==> config.mk <==
export PLATFORM = sky130hd
export DESIGN_NAME = lpm_ctrl
export DESIGN_NICKNAME = d
export VERILOG_FILES = /design/src/rtl/lpm_pkg.sv /design/src/rtl/lpm_key_reg.sv /design/src/rtl/lpm_stab_cnt.sv /design/src/rtl/lpm_seq.sv /design/src/rtl/lpm_ctrl.sv
export SDC_FILE = /design/constraint.sdc
export NUM_CORES = 1
export LEC_CHECK = 0
export BUFFER_PORTS_ARGS = -buffer_cell sky130_fd_sc_hd__buf_2
export CORE_ASPECT_RATIO = 0.75
export CORE_MARGIN = 2
export CORE_UTILIZATION = 40
export DETAILED_ROUTE_END_ITERATION = 8
export PLACE_DENSITY = 0.58
export SLEW_MARGIN = 20
export SYNTH_ARGS = -nofsm -noshare
export SYNTH_HDL_FRONTEND = slang
export SYNTH_SLANG_ARGS = --single-unit
==> constraint.sdc <==
create_clock -name clk -period 2.3 [get_ports clk]
set_clock_uncertainty 0.2 [all_clocks]
set_input_delay 0.23 -clock clk [delete_from_list [all_inputs] [get_ports clk]]
set_output_delay 0.23 -clock clk [all_outputs]
set_load 0.005 [all_outputs]
==> src/rtl/lpm_pkg.sv <==
package lpm_pkg;

    typedef enum logic [1:0] {
        M_NORMAL = 2'd0,
        M_SLEEP  = 2'd1,
        M_STOP   = 2'd2,
        M_STAB   = 2'd3
    } lpm_mode_e;

    typedef struct packed {
        lpm_mode_e mode;
        logic      rst_wake;
    } seq_state_t;

endpackage

==> src/rtl/lpm_key_reg.sv <==
module lpm_key_reg #(
    parameter int                DATA_W = 8,
    parameter logic [DATA_W-1:0] KEY    = 8'h5A,
    localparam int               SEL_W  = $clog2(DATA_W)
) (
    input  logic              clk,
    input  logic              rst_n,
    input  logic              wr_allow,
    input  logic              byte_we,
    input  logic [DATA_W-1:0] byte_wdata,
    input  logic              bit_we,
    input  logic [SEL_W-1:0]  bit_sel,
    input  logic              bit_val,
    input  logic              key_clr,
    output logic              armed
);

    typedef struct packed {
        logic [DATA_W-1:0] val;
        logic              whole;
    } key_t;

    key_t r_q, r_d;

    always_comb begin
        r_d = r_q;
        if (key_clr) begin
            r_d.val   = '0;
            r_d.whole = 1'b0;
        end else if (wr_allow && byte_we) begin
            r_d.val   = byte_wdata;
            r_d.whole = 1'b1;
        end else if (wr_allow && bit_we) begin
            r_d.val[bit_sel] = bit_val;
            r_d.whole        = 1'b0;
        end
    end

    always_ff @(posedge clk or negedge rst_n) begin
        if (!rst_n) begin
            r_q <= '0;
        end else begin
            r_q <= r_d;
        end
    end

    assign armed = r_q.whole && (r_q.val == KEY);

endmodule

==> src/rtl/lpm_stab_cnt.sv <==
module lpm_stab_cnt #(
    parameter int STAB_BITS = 18
) (
    input  logic clk,
    input  logic rst_n,
    input  logic run,
    output logic done
);

    localparam logic [STAB_BITS-1:0] LAST = {STAB_BITS{1'b1}};

    logic [STAB_BITS-1:0] cnt_q, cnt_d;

    always_comb begin
        if (run) begin
            cnt_d = cnt_q + 1'b1;
        end else begin
            cnt_d = '0;
        end
    end

    always_ff @(posedge clk or negedge rst_n) begin
        if (!rst_n) begin
            cnt_q <= '0;
        end else begin
            cnt_q <= cnt_d;
        end
    end

    assign done = run && (cnt_q == LAST);

endmodule

==> src/rtl/lpm_seq.sv <==
module lpm_seq
    import lpm_pkg::*;
(
    input  logic      clk,
    input  logic      rst_n,
    input  logic      sleep_stb,
    input  logic      stop_stb,
    input  logic      ext_irq,
    input  logic      armed,
    input  logic      stab_done,
    output lpm_mode_e mode,
    output logic      rst_wake,
    output logic      key_clr
);

    seq_state_t s_q, s_d;

    always_comb begin
        s_d = s_q;
        unique case (s_q.mode)
            M_NORMAL: begin
                if (stop_stb && armed) begin
                    s_d.mode = M_STOP;
                end else if (sleep_stb) begin
                    s_d.mode = M_SLEEP;
                end
            end
            M_SLEEP: begin
                if (ext_irq) begin
                    s_d.mode = M_NORMAL;
                end
            end
            M_STOP: begin
                if (ext_irq) begin
                    s_d.mode     = M_STAB;
                    s_d.rst_wake = 1'b0;
                end
            end
            M_STAB: begin
                if (stab_done) begin
                    s_d.mode     = M_NORMAL;
                    s_d.rst_wake = 1'b0;
                end
            end
            default: s_d.mode = M_STAB;
        endcase
    end

    always_ff @(posedge clk or negedge rst_n) begin
        if (!rst_n) begin
            s_q.mode     <= M_STAB;
            s_q.rst_wake <= 1'b1;
        end else begin
            s_q <= s_d;
        end
    end

    assign mode     = s_q.mode;
    assign rst_wake = s_q.rst_wake;
    assign key_clr  = (s_q.mode != M_NORMAL) || (s_d.mode != M_NORMAL);

endmodule

==> src/rtl/lpm_ctrl.sv <==
module lpm_ctrl
    import lpm_pkg::*;
#(
    parameter int                DATA_W    = 8,
    parameter logic [DATA_W-1:0] KEY       = 8'h5A,
    parameter int                STAB_BITS = 18,
    localparam int               SEL_W     = $clog2(DATA_W)
) (
    input  logic              clk,
    input  logic              rst_n,
    input  logic              cfg_byte_we,
    input  logic [DATA_W-1:0] cfg_byte_wdata,
    input  logic              cfg_bit_we,
    input  logic [SEL_W-1:0]  cfg_bit_sel,
    input  logic              cfg_bit_val,
    input  logic              sleep_stb,
    input  logic              stop_stb,
    input  logic              ext_irq,
    output logic              osc_en,
    output logic              cpu_clk_en,
    output logic              per_clk_en,
    output logic              wdt_clk_en,
    output logic              cpu_hold,
    output logic              int_rst,
    output logic [1:0]        mode_o
);

    lpm_mode_e mode_w;
    logic      armed_w;
    logic      stab_done_w;
    logic      rst_wake_w;
    logic      key_clr_w;
    logic      wdt_q, wdt_d;

    lpm_key_reg #(
        .DATA_W (DATA_W),
        .KEY    (KEY)
    ) u_key (
        .clk        (clk),
        .rst_n      (rst_n),
        .wr_allow   (mode_w == M_NORMAL),
        .byte_we    (cfg_byte_we),
        .byte_wdata (cfg_byte_wdata),
        .bit_we     (cfg_bit_we),
        .bit_sel    (cfg_bit_sel),
        .bit_val    (cfg_bit_val),
        .key_clr    (key_clr_w),
        .armed      (armed_w)
    );

    lpm_stab_cnt #(
        .STAB_BITS (STAB_BITS)
    ) u_cnt (
        .clk   (clk),
        .rst_n (rst_n),
        .run   (mode_w == M_STAB),
        .done  (stab_done_w)
    );

    lpm_seq u_seq (
        .clk       (clk),
        .rst_n     (rst_n),
        .sleep_stb (sleep_stb),
        .stop_stb  (stop_stb),
        .ext_irq   (ext_irq),
        .armed     (armed_w),
        .stab_done (stab_done_w),
        .mode      (mode_w),
        .rst_wake  (rst_wake_w),
        .key_clr   (key_clr_w)
    );

    always_comb begin
        wdt_d = 1'b1;
    end

    always_ff @(posedge clk or negedge rst_n) begin
        if (!rst_n) begin
            wdt_q <= 1'b1;
        end else begin
            wdt_q <= wdt_d;
        end
    end

    always_comb begin
        osc_en     = 1'b1;
        cpu_clk_en = 1'b0;
        per_clk_en = 1'b0;
        cpu_hold   = 1'b1;
        int_rst    = 1'b0;
        unique case (mode_w)
            M_NORMAL: begin
                cpu_clk_en = 1'b1;
                per_clk_en = 1'b1;
                cpu_hold   = 1'b0;
            end
            M_SLEEP: begin
                per_clk_en = 1'b1;
            end
            M_STOP: begin
                osc_en = 1'b0;
            end
            M_STAB: begin
                int_rst = rst_wake_w;
            end
            default: ;
        endcase
    end

    assign wdt_clk_en = wdt_q;
    assign mode_o     = mode_w;

endmodule

# Word-level counts from Yosys, hierarchy flattened

Index checks and enable logic that the tools add are counted.
Widths: inputs -> output; s select.

Flip-flop bits (word level): 30
Bits of input ports: 19
Output and inout port bits: 8
Word-level logic and storage cells: 48

Add/sub/neg operators: 1
Magnitude comparators: 2
Equal/unequal tests: 7
Multiplexer cells: 19
Reduce and logical (&&, ||, !) cells: 14

Operators by type and width:

| kind                  | number |
|---|---|
| $mux 9                | 3 |
| $add 18x1->18 const B | 1 |
| $eq 18x18->1 const B  | 1 |
| $mux 18               | 1 |
| $bwmux 8              | 1 |
| $eq 8x7->1 const B    | 1 |
| $pmux 2 s4            | 1 |
| $logic_and 1x1->1     | 6 |
| $mux 1                | 6 |
| $mux 2                | 3 |
| $mux 3                | 2 |
| $reduce_bool 2->1     | 3 |
| $eq 2x2->1 const B    | 2 |
| $lt 3x4->1 const B    | 1 |
| $ne 2x2->1 const B    | 2 |
| $demux 1 s3           | 1 |
| $ge 3x1->1 const B    | 1 |
| $reduce_and 3->1      | 1 |
| $reduce_bool 3->1     | 1 |
| $eq 2x1->1 const B    | 1 |
| $logic_not 2->1       | 1 |
| $pmux 1 s2            | 1 |
| $reduce_or 2->1       | 1 |
| $logic_or 1x1->1      | 1 |

# Depth between registers and ports, before layout

Gate-level depths: netlist (run 1).

Depth after elaboration: 8
Mapped depth: 5
Mapped depth without buffers: 5

# Cells and area by module

Synthesis (run 1) repeated with hierarchy kept, for this count alone.

Cells, all modules: 174
Area total of the unflattened synthesis: 1744.2 um^2

Modules (own cells, without submodules):

| module       | instances | cells an instance | area an instance (um^2) | seq. area each (um^2) |
|---|---|---|---|---|
| lpm_stab_cnt | 1         | 88                | 950.9                   | 450.4 |
| lpm_key_reg  | 1         | 62                | 598.1                   | 225.2 |
| lpm_seq      | 1         | 16                | 150.1                   | 78.8 |
| lpm_ctrl     | 1         | 8                 | 45.0                    | 0.0 |

# Worst setup path before layout (run 1)

OpenSTA, ideal clock, no wires.

Path type: register -> register
Start: reg u_cnt.cnt_q[0]
End: reg u_cnt.cnt_q[14]
Setup time: 78 ps
Data arrival time: 1338 ps
Data required time: 2022 ps
Path slack: 684 ps
Cell stages (with the launch flop): 6
Path buffers: 0
Clock period less this slack: 1616 ps
Cell sequence: dfrtp_1 > ha_1 > nand3_4 > nand2b_1 > or3_1 > a21oi_1

Cells in the longest elaborated chain, start to end: 2

Ends and longest elaborated chain:

| item                     | line               | source |
|---|---|---|
| start: declaration       | lpm_stab_cnt.sv:12 | `logic [STAB_BITS-1:0] cnt_q, cnt_d;` |
| start signal: assignment | lpm_stab_cnt.sv:26 | `cnt_q <= cnt_d;` |
| $add 18x1->18            | lpm_stab_cnt.sv:16 | `cnt_d = cnt_q + 1'b1;` |
| $mux 18                  | lpm_stab_cnt.sv:15 | `if (run) begin` |
| net u_cnt.cnt_d[14]      | lpm_stab_cnt.sv:12 |  |

The timed path passes the listed nets, and every way through them passes these cells.
A chain may end at the register's enable or synchronous reset.

# Worst setup path after layout (run 1)

Start: reg u_key.r_q[1] in the netlist's numbering
End: reg u_key.r_q[7] in the netlist's numbering

Cells in the longest elaborated chain, start to end: 8
Elaborated cells between the ends (all ways): 9
Those cells by class: 1 x eq/ne; 3 x mux; 5 x reduce/logical

Ends and longest elaborated chain:

| item                                                         | line              | source |
|---|---|---|
| start: declaration                                           | lpm_key_reg.sv:23 | `key_t r_q, r_d;` |
| start signal: assignment                                     | lpm_key_reg.sv:43 | `r_q <= r_d;` |
| $eq 8x7->1 (*)                                               | lpm_key_reg.sv:47 | `assign armed = r_q.whole && (r_q.val == KEY);` |
| $logic_and 1x1->1 (*)                                        | lpm_key_reg.sv:47 |  |
| $logic_and 1x1->1 (*)                                        | lpm_seq.sv:22     | `if (stop_stb && armed) begin` |
| $mux 2 (*)                                                   | lpm_seq.sv:22     |  |
| $pmux 2 s4 (*)                                               | lpm_seq.sv:20     | `unique case (s_q.mode)` |
| $reduce_bool 2->1 (*)                                        | lpm_seq.sv:60     | `assign key_clr = (s_q.mode != M_NORMAL) \|\| (s_d.mode != M_NORMAL);` |
| $logic_or 1x1->1 (*)                                         | lpm_seq.sv:60     |  |
| $reduce_bool 3->1 (no line) / $mux 9 (equally long branches) | n/a               |  |

Mark *: on every way between the ends. The rest lies on a longest branch, timed or not.

==> results of run 1 <==
## report_power, final
part	internal, uW	switching, uW
logic	128	192
clock network	208	177
registers	596	89.3
## synthesized netlist by cell type (all sizes together)
cell type	count	share of area [%]
nor3b	3	1.9
a22o	1	0.52
xor2	7	3.6
nand4b	2	1.0
nand2b	2	0.74
nand3b	1	0.45
nor4	2	1.6
nor2b	4	1.5
nand3	5	2.2
a21oi	4	1.2
mux2	1	0.67
dfstp	3	4.7
and4	3	1.6
nor3	5	1.5
clkbuf	4	0.89
and4bb	2	1.5
a221oi	1	0.52
ha	1	0.74
a31oi	2	0.74
a41oi	1	0.96
or2	1	0.37
and2b	1	0.52
nand2	12	2.7
o211a	1	0.59
o21a	1	0.45
mux2i	6	3.6
nor2	14	3.1
buf	3	1.3
a31o	1	0.52
nand4	9	4.1
o21ai	9	2.7
a211oi	2	0.89
nor4b	1	0.89
or3	3	1.1
nor4bb	2	1.2
and3	3	1.1
dfrtp	27	40
inv	4	0.89
conb	1	0.22
and2	7	2.6
xnor2	5	2.6
## worst min path at each step
stage,start,to,slack [ns],cells after the start
after floorplan,rst_n,u_cnt.cnt_q[0],-0.27,0
final,cfg_byte_wdata[0],u_key.r_q[1],0.07,4
after global placement,rst_n,u_cnt.cnt_q[14],0.09,1
after global routing,cfg_byte_wdata[4],u_key.r_q[5],0.1,4
after CTS,cfg_byte_wdata[0],u_key.r_q[1],0.07,4
after detailed placement,rst_n,u_cnt.cnt_q[14],0.10,1
## cells in the final DEF, fill, tap and decap left out, types with 5 or more instances in the layout
| cell type | synthesis | routed |
|---|---|---|
| clkbuf_8 | 0 | 5 |
| buf_2 | 0 | 25 |
| nand2_1 | 12 | 12 |
| xor2_1 | 7 | 7 |
| mux2i_1 | 6 | 6 |
| nor3_1 | 5 | 5 |
| o21ai_0 | 8 | 8 |
| xnor2_1 | 5 | 5 |
| and2_1 | 7 | 7 |
| nor2_1 | 14 | 14 |
| nand4_1 | 7 | 7 |
| dfrtp_1 | 27 | 27 |
## metal layers
layer	global-route usage, %	vias to the layer above	share of wire (%)
li1	-	651	-
met1	25.69	617	53
met2	22.76	23	42
met3	5.891	4	4.0
met4	6.404	0	0.72
met5	0	-	0
## per-stage QoR
| step | utilization (%) | worst slack [ns] | hold WS [ns] | std cells | cell area, um^2 |
|---|---|---|---|---|---|
| 6_report | 48.02 | 0.4536 | 0.07433 | 250 | 1947 |
| 4_1_cts | 48.02 | 0.4832 | 0.06857 | 250 | 1947 |
| 3_5_place_dp | 45.65 | 0.5088 | 0.1044 | 241 | 1851 |
| 2_1_floorplan | - | 0.6842 | -0.2656 | 167 | 1687 |
| 5_1_grt | 48.02 | 0.3600 | 0.09842 | 250 | 1947 |
| 3_3_place_gp | 45.65 | 0.5005 | 0.09444 | 241 | 1851 |
## cell families after synthesis
kind of cell             synth area share (%)
XOR/XNOR                                6.231
flip-flops                              44.73
buffers and inverters                   3.115
adder cells (fa/ha/maj)                0.7417
AND/OR/NAND/NOR                         31.68
AO/OA/AOI/OAI                           9.051
other                                  0.2223
multiplexers                            4.229
## state kept, by name, indices dropped and copies added, names as in the netlist
signal / count
u_cnt.cnt_q: 18
u_key.r_q: 9
u_seq.mode: 2
u_seq.rst_wake: 1
## worst register-to-register path, delay by kind of cell (launching register included)
family,cells,cell delay (ns)
and+or+nand+nor,3,0.94
DFF,1,0.38
AOI/OAI and AO/OA,1,0.21
## cell type report
type	count	area, um^2
Tap cell	55	68.82
Fill cell	394	2107
Clock buffer	7	76.32
Sequential cell	30	754.5
Multi-Input combinational cell	126	879.6
Inverter	4	15.01
Timing Repair Buffer	28	152.6
==> impl_summary.log, run 1 <==
[metrics] outcome: finished clean
[metrics] Layout Nets: 215
[metrics] initial antenna violation count: 0
[metrics] category of the most critical setup path: reg -> reg
[metrics] wire length reported by the detailed router: 3455 um
[metrics] maximum fanout encountered on the critical timing path: 9
[metrics] Setup-failing EPs final: 0
[metrics] total via count after detailed routing: 1,295
[metrics] final estimated routing congestion in global placement: 0.8127
[metrics] number of slew-limit violations in the final report: 0
[metrics] critical path's slowest cell: nor4bb_1
[metrics] worst slew margin relative to its limit: 56.68%
[metrics] R2R Setup Slk: 0.45 ns
[metrics] Initial Util: 41.60%
[metrics] VDD IR max: 428.3 uV
[metrics] path depth of the worst reg2reg path: 4
[metrics] Total Die Area: 0.004757 mm^2
[metrics] unrepaired setup endpoints after global routing: no
[metrics] number of clock sinks: 30
[metrics] post-route minimum period: 1.846 ns
[metrics] wire per inst: 13.82 um
[metrics] post-synth design cell area: 0.001687 mm^2
[metrics] Ys Warns: 0
[metrics] power density over the cells: 714.3 mW/mm^2
[metrics] via count normalized by instance count: 5.180
[metrics] port bufs: 25
[metrics] reg2reg end: u_key.r_q[7]
[metrics] cells resized by post-CTS repair: 0
[metrics] max capacitance violation total: 0
[metrics] startpoint kind of the worst setup timing path: flop
[metrics] Synth cell types: 46
[metrics] maximum clock frequency: 541.6 MHz
[metrics] crit path capture type: flop
[metrics] total number of H-tree levels: 2
[metrics] total power draw: 1391 uW
[metrics] growth of design area from synthesis to finish: 15.43%
[metrics] pin count of the biggest net entering global routing: 31
[metrics] drt initial violations: 76
[metrics] I/O pins: 27
[metrics] maximum count of clock buffers along a single path: 2
[metrics] FF+latch count, synth: 30
[metrics] end point of the critical path: u_key.r_q[7]
[metrics] launch point of the worst path: u_key.r_q[1]
[metrics] required time reported for the critical path endpoint: 2.26 ns
[metrics] largest stage delay on the critical path: 0.47 ns
[metrics] GRT overflow: 0
[metrics] Syn Inst Count: 167
[metrics] Clock Tree Root: clkbuf_8
[metrics] Reg-to-Reg Start: u_key.r_q[1]
[metrics] Lkg Pwr: 0.0008991 uW
[metrics] proportion of layout cells with a drive suffix above 1: 23.59%
[metrics] worst hold-check path type: in -> reg
[metrics] Antenna Diode Count: 0
[metrics] drt pass-1 iters: 4
[metrics] source-to-sink clock delay at the later pin of the worst-skew pair: 0.28 ns
[metrics] portion of the clock cycle consumed by the worst path in the final layout: 80.28%
[metrics] crit path cell chain: nor4bb_1 > a41oi_2 > and2b_2 > and2_1
[metrics] Rows: 20
[metrics] Fin Setup TNS: 0 ns
[metrics] floorplan die width: 78.98 um
[metrics] clock tree from TritonCTS: built
[metrics] number of buffers created by CTS: 5
[metrics] setup fix buffers added after clock tree synthesis: 0
[metrics] die span in y: 60.24 um
[metrics] clock transition time at the flip-flop clock pins of the worst setup and hold paths: 0.06 ns
[metrics] post-synth net total: 187
[metrics] crit path DAT: 1.80 ns
[metrics] global routing usage summed across all routing layers: 17.24%
[metrics] first-pass GRT wire length: 6120 um
[metrics] via count of the first global-routing pass: 1,261
[metrics] fraction of the yosys area taken by sequential cells: 44.73%
[metrics] Floorplan Core Area: 0.004054 mm^2
[metrics] number of hold violations in the final report: 0
[metrics] total of hold buffers inserted after clock tree synthesis: 2
[metrics] WP buf/inv: 0
[metrics] Syn Area/Cell: 10.10 um^2
[metrics] DP HPWL: 2552 um
[metrics] Critical Path Stages: 4
[metrics] cell family with most CP delay: simple AND/OR/NAND/NOR gates
[metrics] remaining routing DRC violations: 0
[metrics] transition time of the tightest slew-check pin: 0.6498 ns
[metrics] remaining antenna violation count: 0
No activity file was read; power rests on OpenSTA's default activity.
==> run 2, diff against run 1 <==
==> constraint.sdc (replaced) <==
create_clock -name clk -period 1.9 [get_ports clk]
set_clock_uncertainty 0.2 [all_clocks]
set_input_delay 0.19 -clock clk [delete_from_list [all_inputs] [get_ports clk]]
set_output_delay 0.19 -clock clk [all_outputs]
set_load 0.005 [all_outputs]
==> run 2 against run 1 <==
Compared with the run above: sequential cell count unchanged; first-iteration DRC count did not move; via count is 4.6% higher; final cell count up 0.80%; global-route usage fell by 0.14 points; maximum frequency grew 4.4%; register-to-register slack got worse by 0.32 ns; clock power grew 21%; worst hold slack got worse by 0.042 ns; utilization increased by 0.37 points; non-clock buffer count up 2; total power up 23%; critical path type unchanged; critical endpoint is now u_seq.mode[0].
==> impl_summary.log, run 2 (synthesized netlist as in run 1, its figures left out) <==
[metrics] internal power: 1151 uW
[metrics] Fin Setup TNS: 0 ns
[metrics] wire per inst: 14.36 um
[metrics] startpoint kind of the worst setup timing path: flop
[metrics] worst hold-check path type: in -> reg
[metrics] Total Die Area: 0.004757 mm^2
[metrics] wire length reported by the detailed router: 3618 um
[metrics] Flop pwr share: 48.1%
[metrics] post-placement cell count: 243
[metrics] Post-Layout Cell Count: 252
[metrics] proportion of layout cells with a drive suffix above 1: 24.37%
[metrics] required time reported for the critical path endpoint: 1.90 ns
[metrics] total number of H-tree levels: 2
[metrics] transition time of the tightest slew-check pin: 0.6565 ns
[metrics] layer with the highest usage: met1
[metrics] DP HPWL: 2686 um
[metrics] crit path capture type: flop
[metrics] Setup-failing EPs final: 0
[metrics] total power draw: 1714 uW
[metrics] maximum clock frequency: 565.5 MHz
[metrics] power dissipated by switching net loads: 563.2 uW
[metrics] final estimated routing congestion in global placement: 0.7549
[metrics] Layout Nets: 217
[metrics] die span in y: 60.24 um
[metrics] crit path DAT: 1.77 ns
[metrics] worst slew margin relative to its limit: 56.24%
[metrics] clock tree from TritonCTS: built
[metrics] pin count of the biggest net entering global routing: 31
[metrics] number of slew-limit violations in the final report: 0
[metrics] switching power share of the total: 32.86%
[metrics] largest registers: u_cnt.cnt_q x18, u_key.r_q x9, u_seq.mode x2
[metrics] Clock Tree Root: clkbuf_8
[metrics] share of the core filled with cells in the final layout: 48.40%
[metrics] clock network fraction of total power: 27.3%
[metrics] VDD IR max: 528.2 uV
[metrics] first-pass GRT wire length: 6003 um
[metrics] register name with the most flops: u_cnt.cnt_q
[metrics] most frequent cells in the layout: dfrtp_1 (27), buf_2 (25), nor2_1 (14), nand2_1 (12), o21ai_0 (8)
[metrics] Comb pwr share: 24.7%
[metrics] maximum count of clock buffers along a single path: 2
[metrics] remaining antenna violation count: 0
[metrics] maximum fanout encountered on the critical timing path: 7
[metrics] port bufs: 25
[metrics] number of buffers created by CTS: 5
[metrics] outcome: finished clean
[metrics] max capacitance violation total: 0
[metrics] remaining routing DRC violations: 0
[metrics] power density over the cells: 873.7 mW/mm^2
[metrics] I/O pins: 27
[metrics] clock transition time at the flip-flop clock pins of the worst setup and hold paths: 0.06 ns
[metrics] R2R Setup Slk: 0.13 ns
[metrics] source-to-sink clock delay at the later pin of the worst-skew pair: 0.28 ns
[metrics] initial antenna violation count: 0
[metrics] Initial Util: 41.60%
[metrics] leading cell type in the layout, fill and taps excluded: dfrtp_1
[metrics] portion of the clock cycle consumed by the worst path in the final layout: 93.08%
[metrics] Antenna Diode Count: 0
[metrics] GRT overflow: 0
[metrics] Rows: 20
[metrics] GR Layer Usage met3: 6.495%
[metrics] unrepaired setup endpoints after global routing: no
[metrics] drt initial violations: 76
[metrics] setup fix buffers added after clock tree synthesis: 0
[metrics] global routing usage summed across all routing layers: 17.11%
[metrics] via count normalized by instance count: 5.377
[metrics] number of flip-flops in the largest register: 18
[metrics] total via count after detailed routing: 1,355
[metrics] Floorplan Core Area: 0.004054 mm^2
[metrics] floorplan die width: 78.98 um
[metrics] post-route minimum period: 1.769 ns
[metrics] category of the most critical setup path: reg -> reg
[metrics] Lkg Pwr: 0.0009098 uW
[metrics] drt pass-1 iters: 4
[metrics] number of clock sinks: 30
[metrics] via count of the first global-routing pass: 1,279
[metrics] minimum hold slack: 0.03193 ns
[metrics] met2 layer usage reported by global route: 23.61%
[metrics] number of hold violations in the final report: 0
[metrics] growth of design area from synthesis to finish: 16.32%
[metrics] met1 layer usage reported by global route: 24.53%
[run 2: layout make-up]
type                       instances  area, um^2
fill                             405        2092
clock buffer                       7       76.32
sequential                        30       754.5
inverter                           4       15.01
multi-input combinational        126       879.6
tap                               55       68.82
timing repair buffer              30       167.7
[run 2: power by group through the flow]
stage,clock network (uW),logic (uW),registers (uW)
after floorplan,0,304,789
after global placement,0,418,829
after detailed placement,0,421,838
after CTS,487,429,824
after global routing,521,484,835
final,467,423,824
[run 2: timing repair]
action / CTS / global route
hold buffers: 2 / 0
setup endpoints to repair: 0 / 1
resized for setup: 0 / 0
endpoints found under the hold margin: 28 / 0
[run 2: worst paths after layout]
kind,depth (start not counted),end,start
worst min-delay path,4,u_key.r_q[6],cfg_byte_wdata[5]
min in group asynchronous,2,u_cnt.cnt_q[14],rst_n
worst max register to register,5,u_seq.mode[0],u_cnt.cnt_q[0]
max in group asynchronous,2,u_key.r_q[5],rst_n
worst min register to register,1,u_seq.rst_wake,u_seq.rst_wake
worst max-delay path,5,u_seq.mode[0],u_cnt.cnt_q[0]
[run 2: routing by layer]
layer / wire length, um / vias up
li1: - / 658
met4: 33 / 0
met2: 1506 / 40
met5: 0 / -
met1: 1833 / 654
met3: 244 / 3
[run 2: through the flow]
step                cell area [um^2]  setup slack (ns)
floorplan                       1687            0.2842
global placement                1866            0.1082
detailed placement              1866           0.07544
CTS                             1962           0.04104
global route                    1962           0.03749
finish                          1962            0.1315
[run 2: worst max-delay path, cell delays in order, from the launching register on]
cell and delay (ns):
dfrtp_1 0.40, ha_1 0.26, nand3_4 0.15, nor4_4 0.25
nand4_1 0.19, a22o_1 0.24
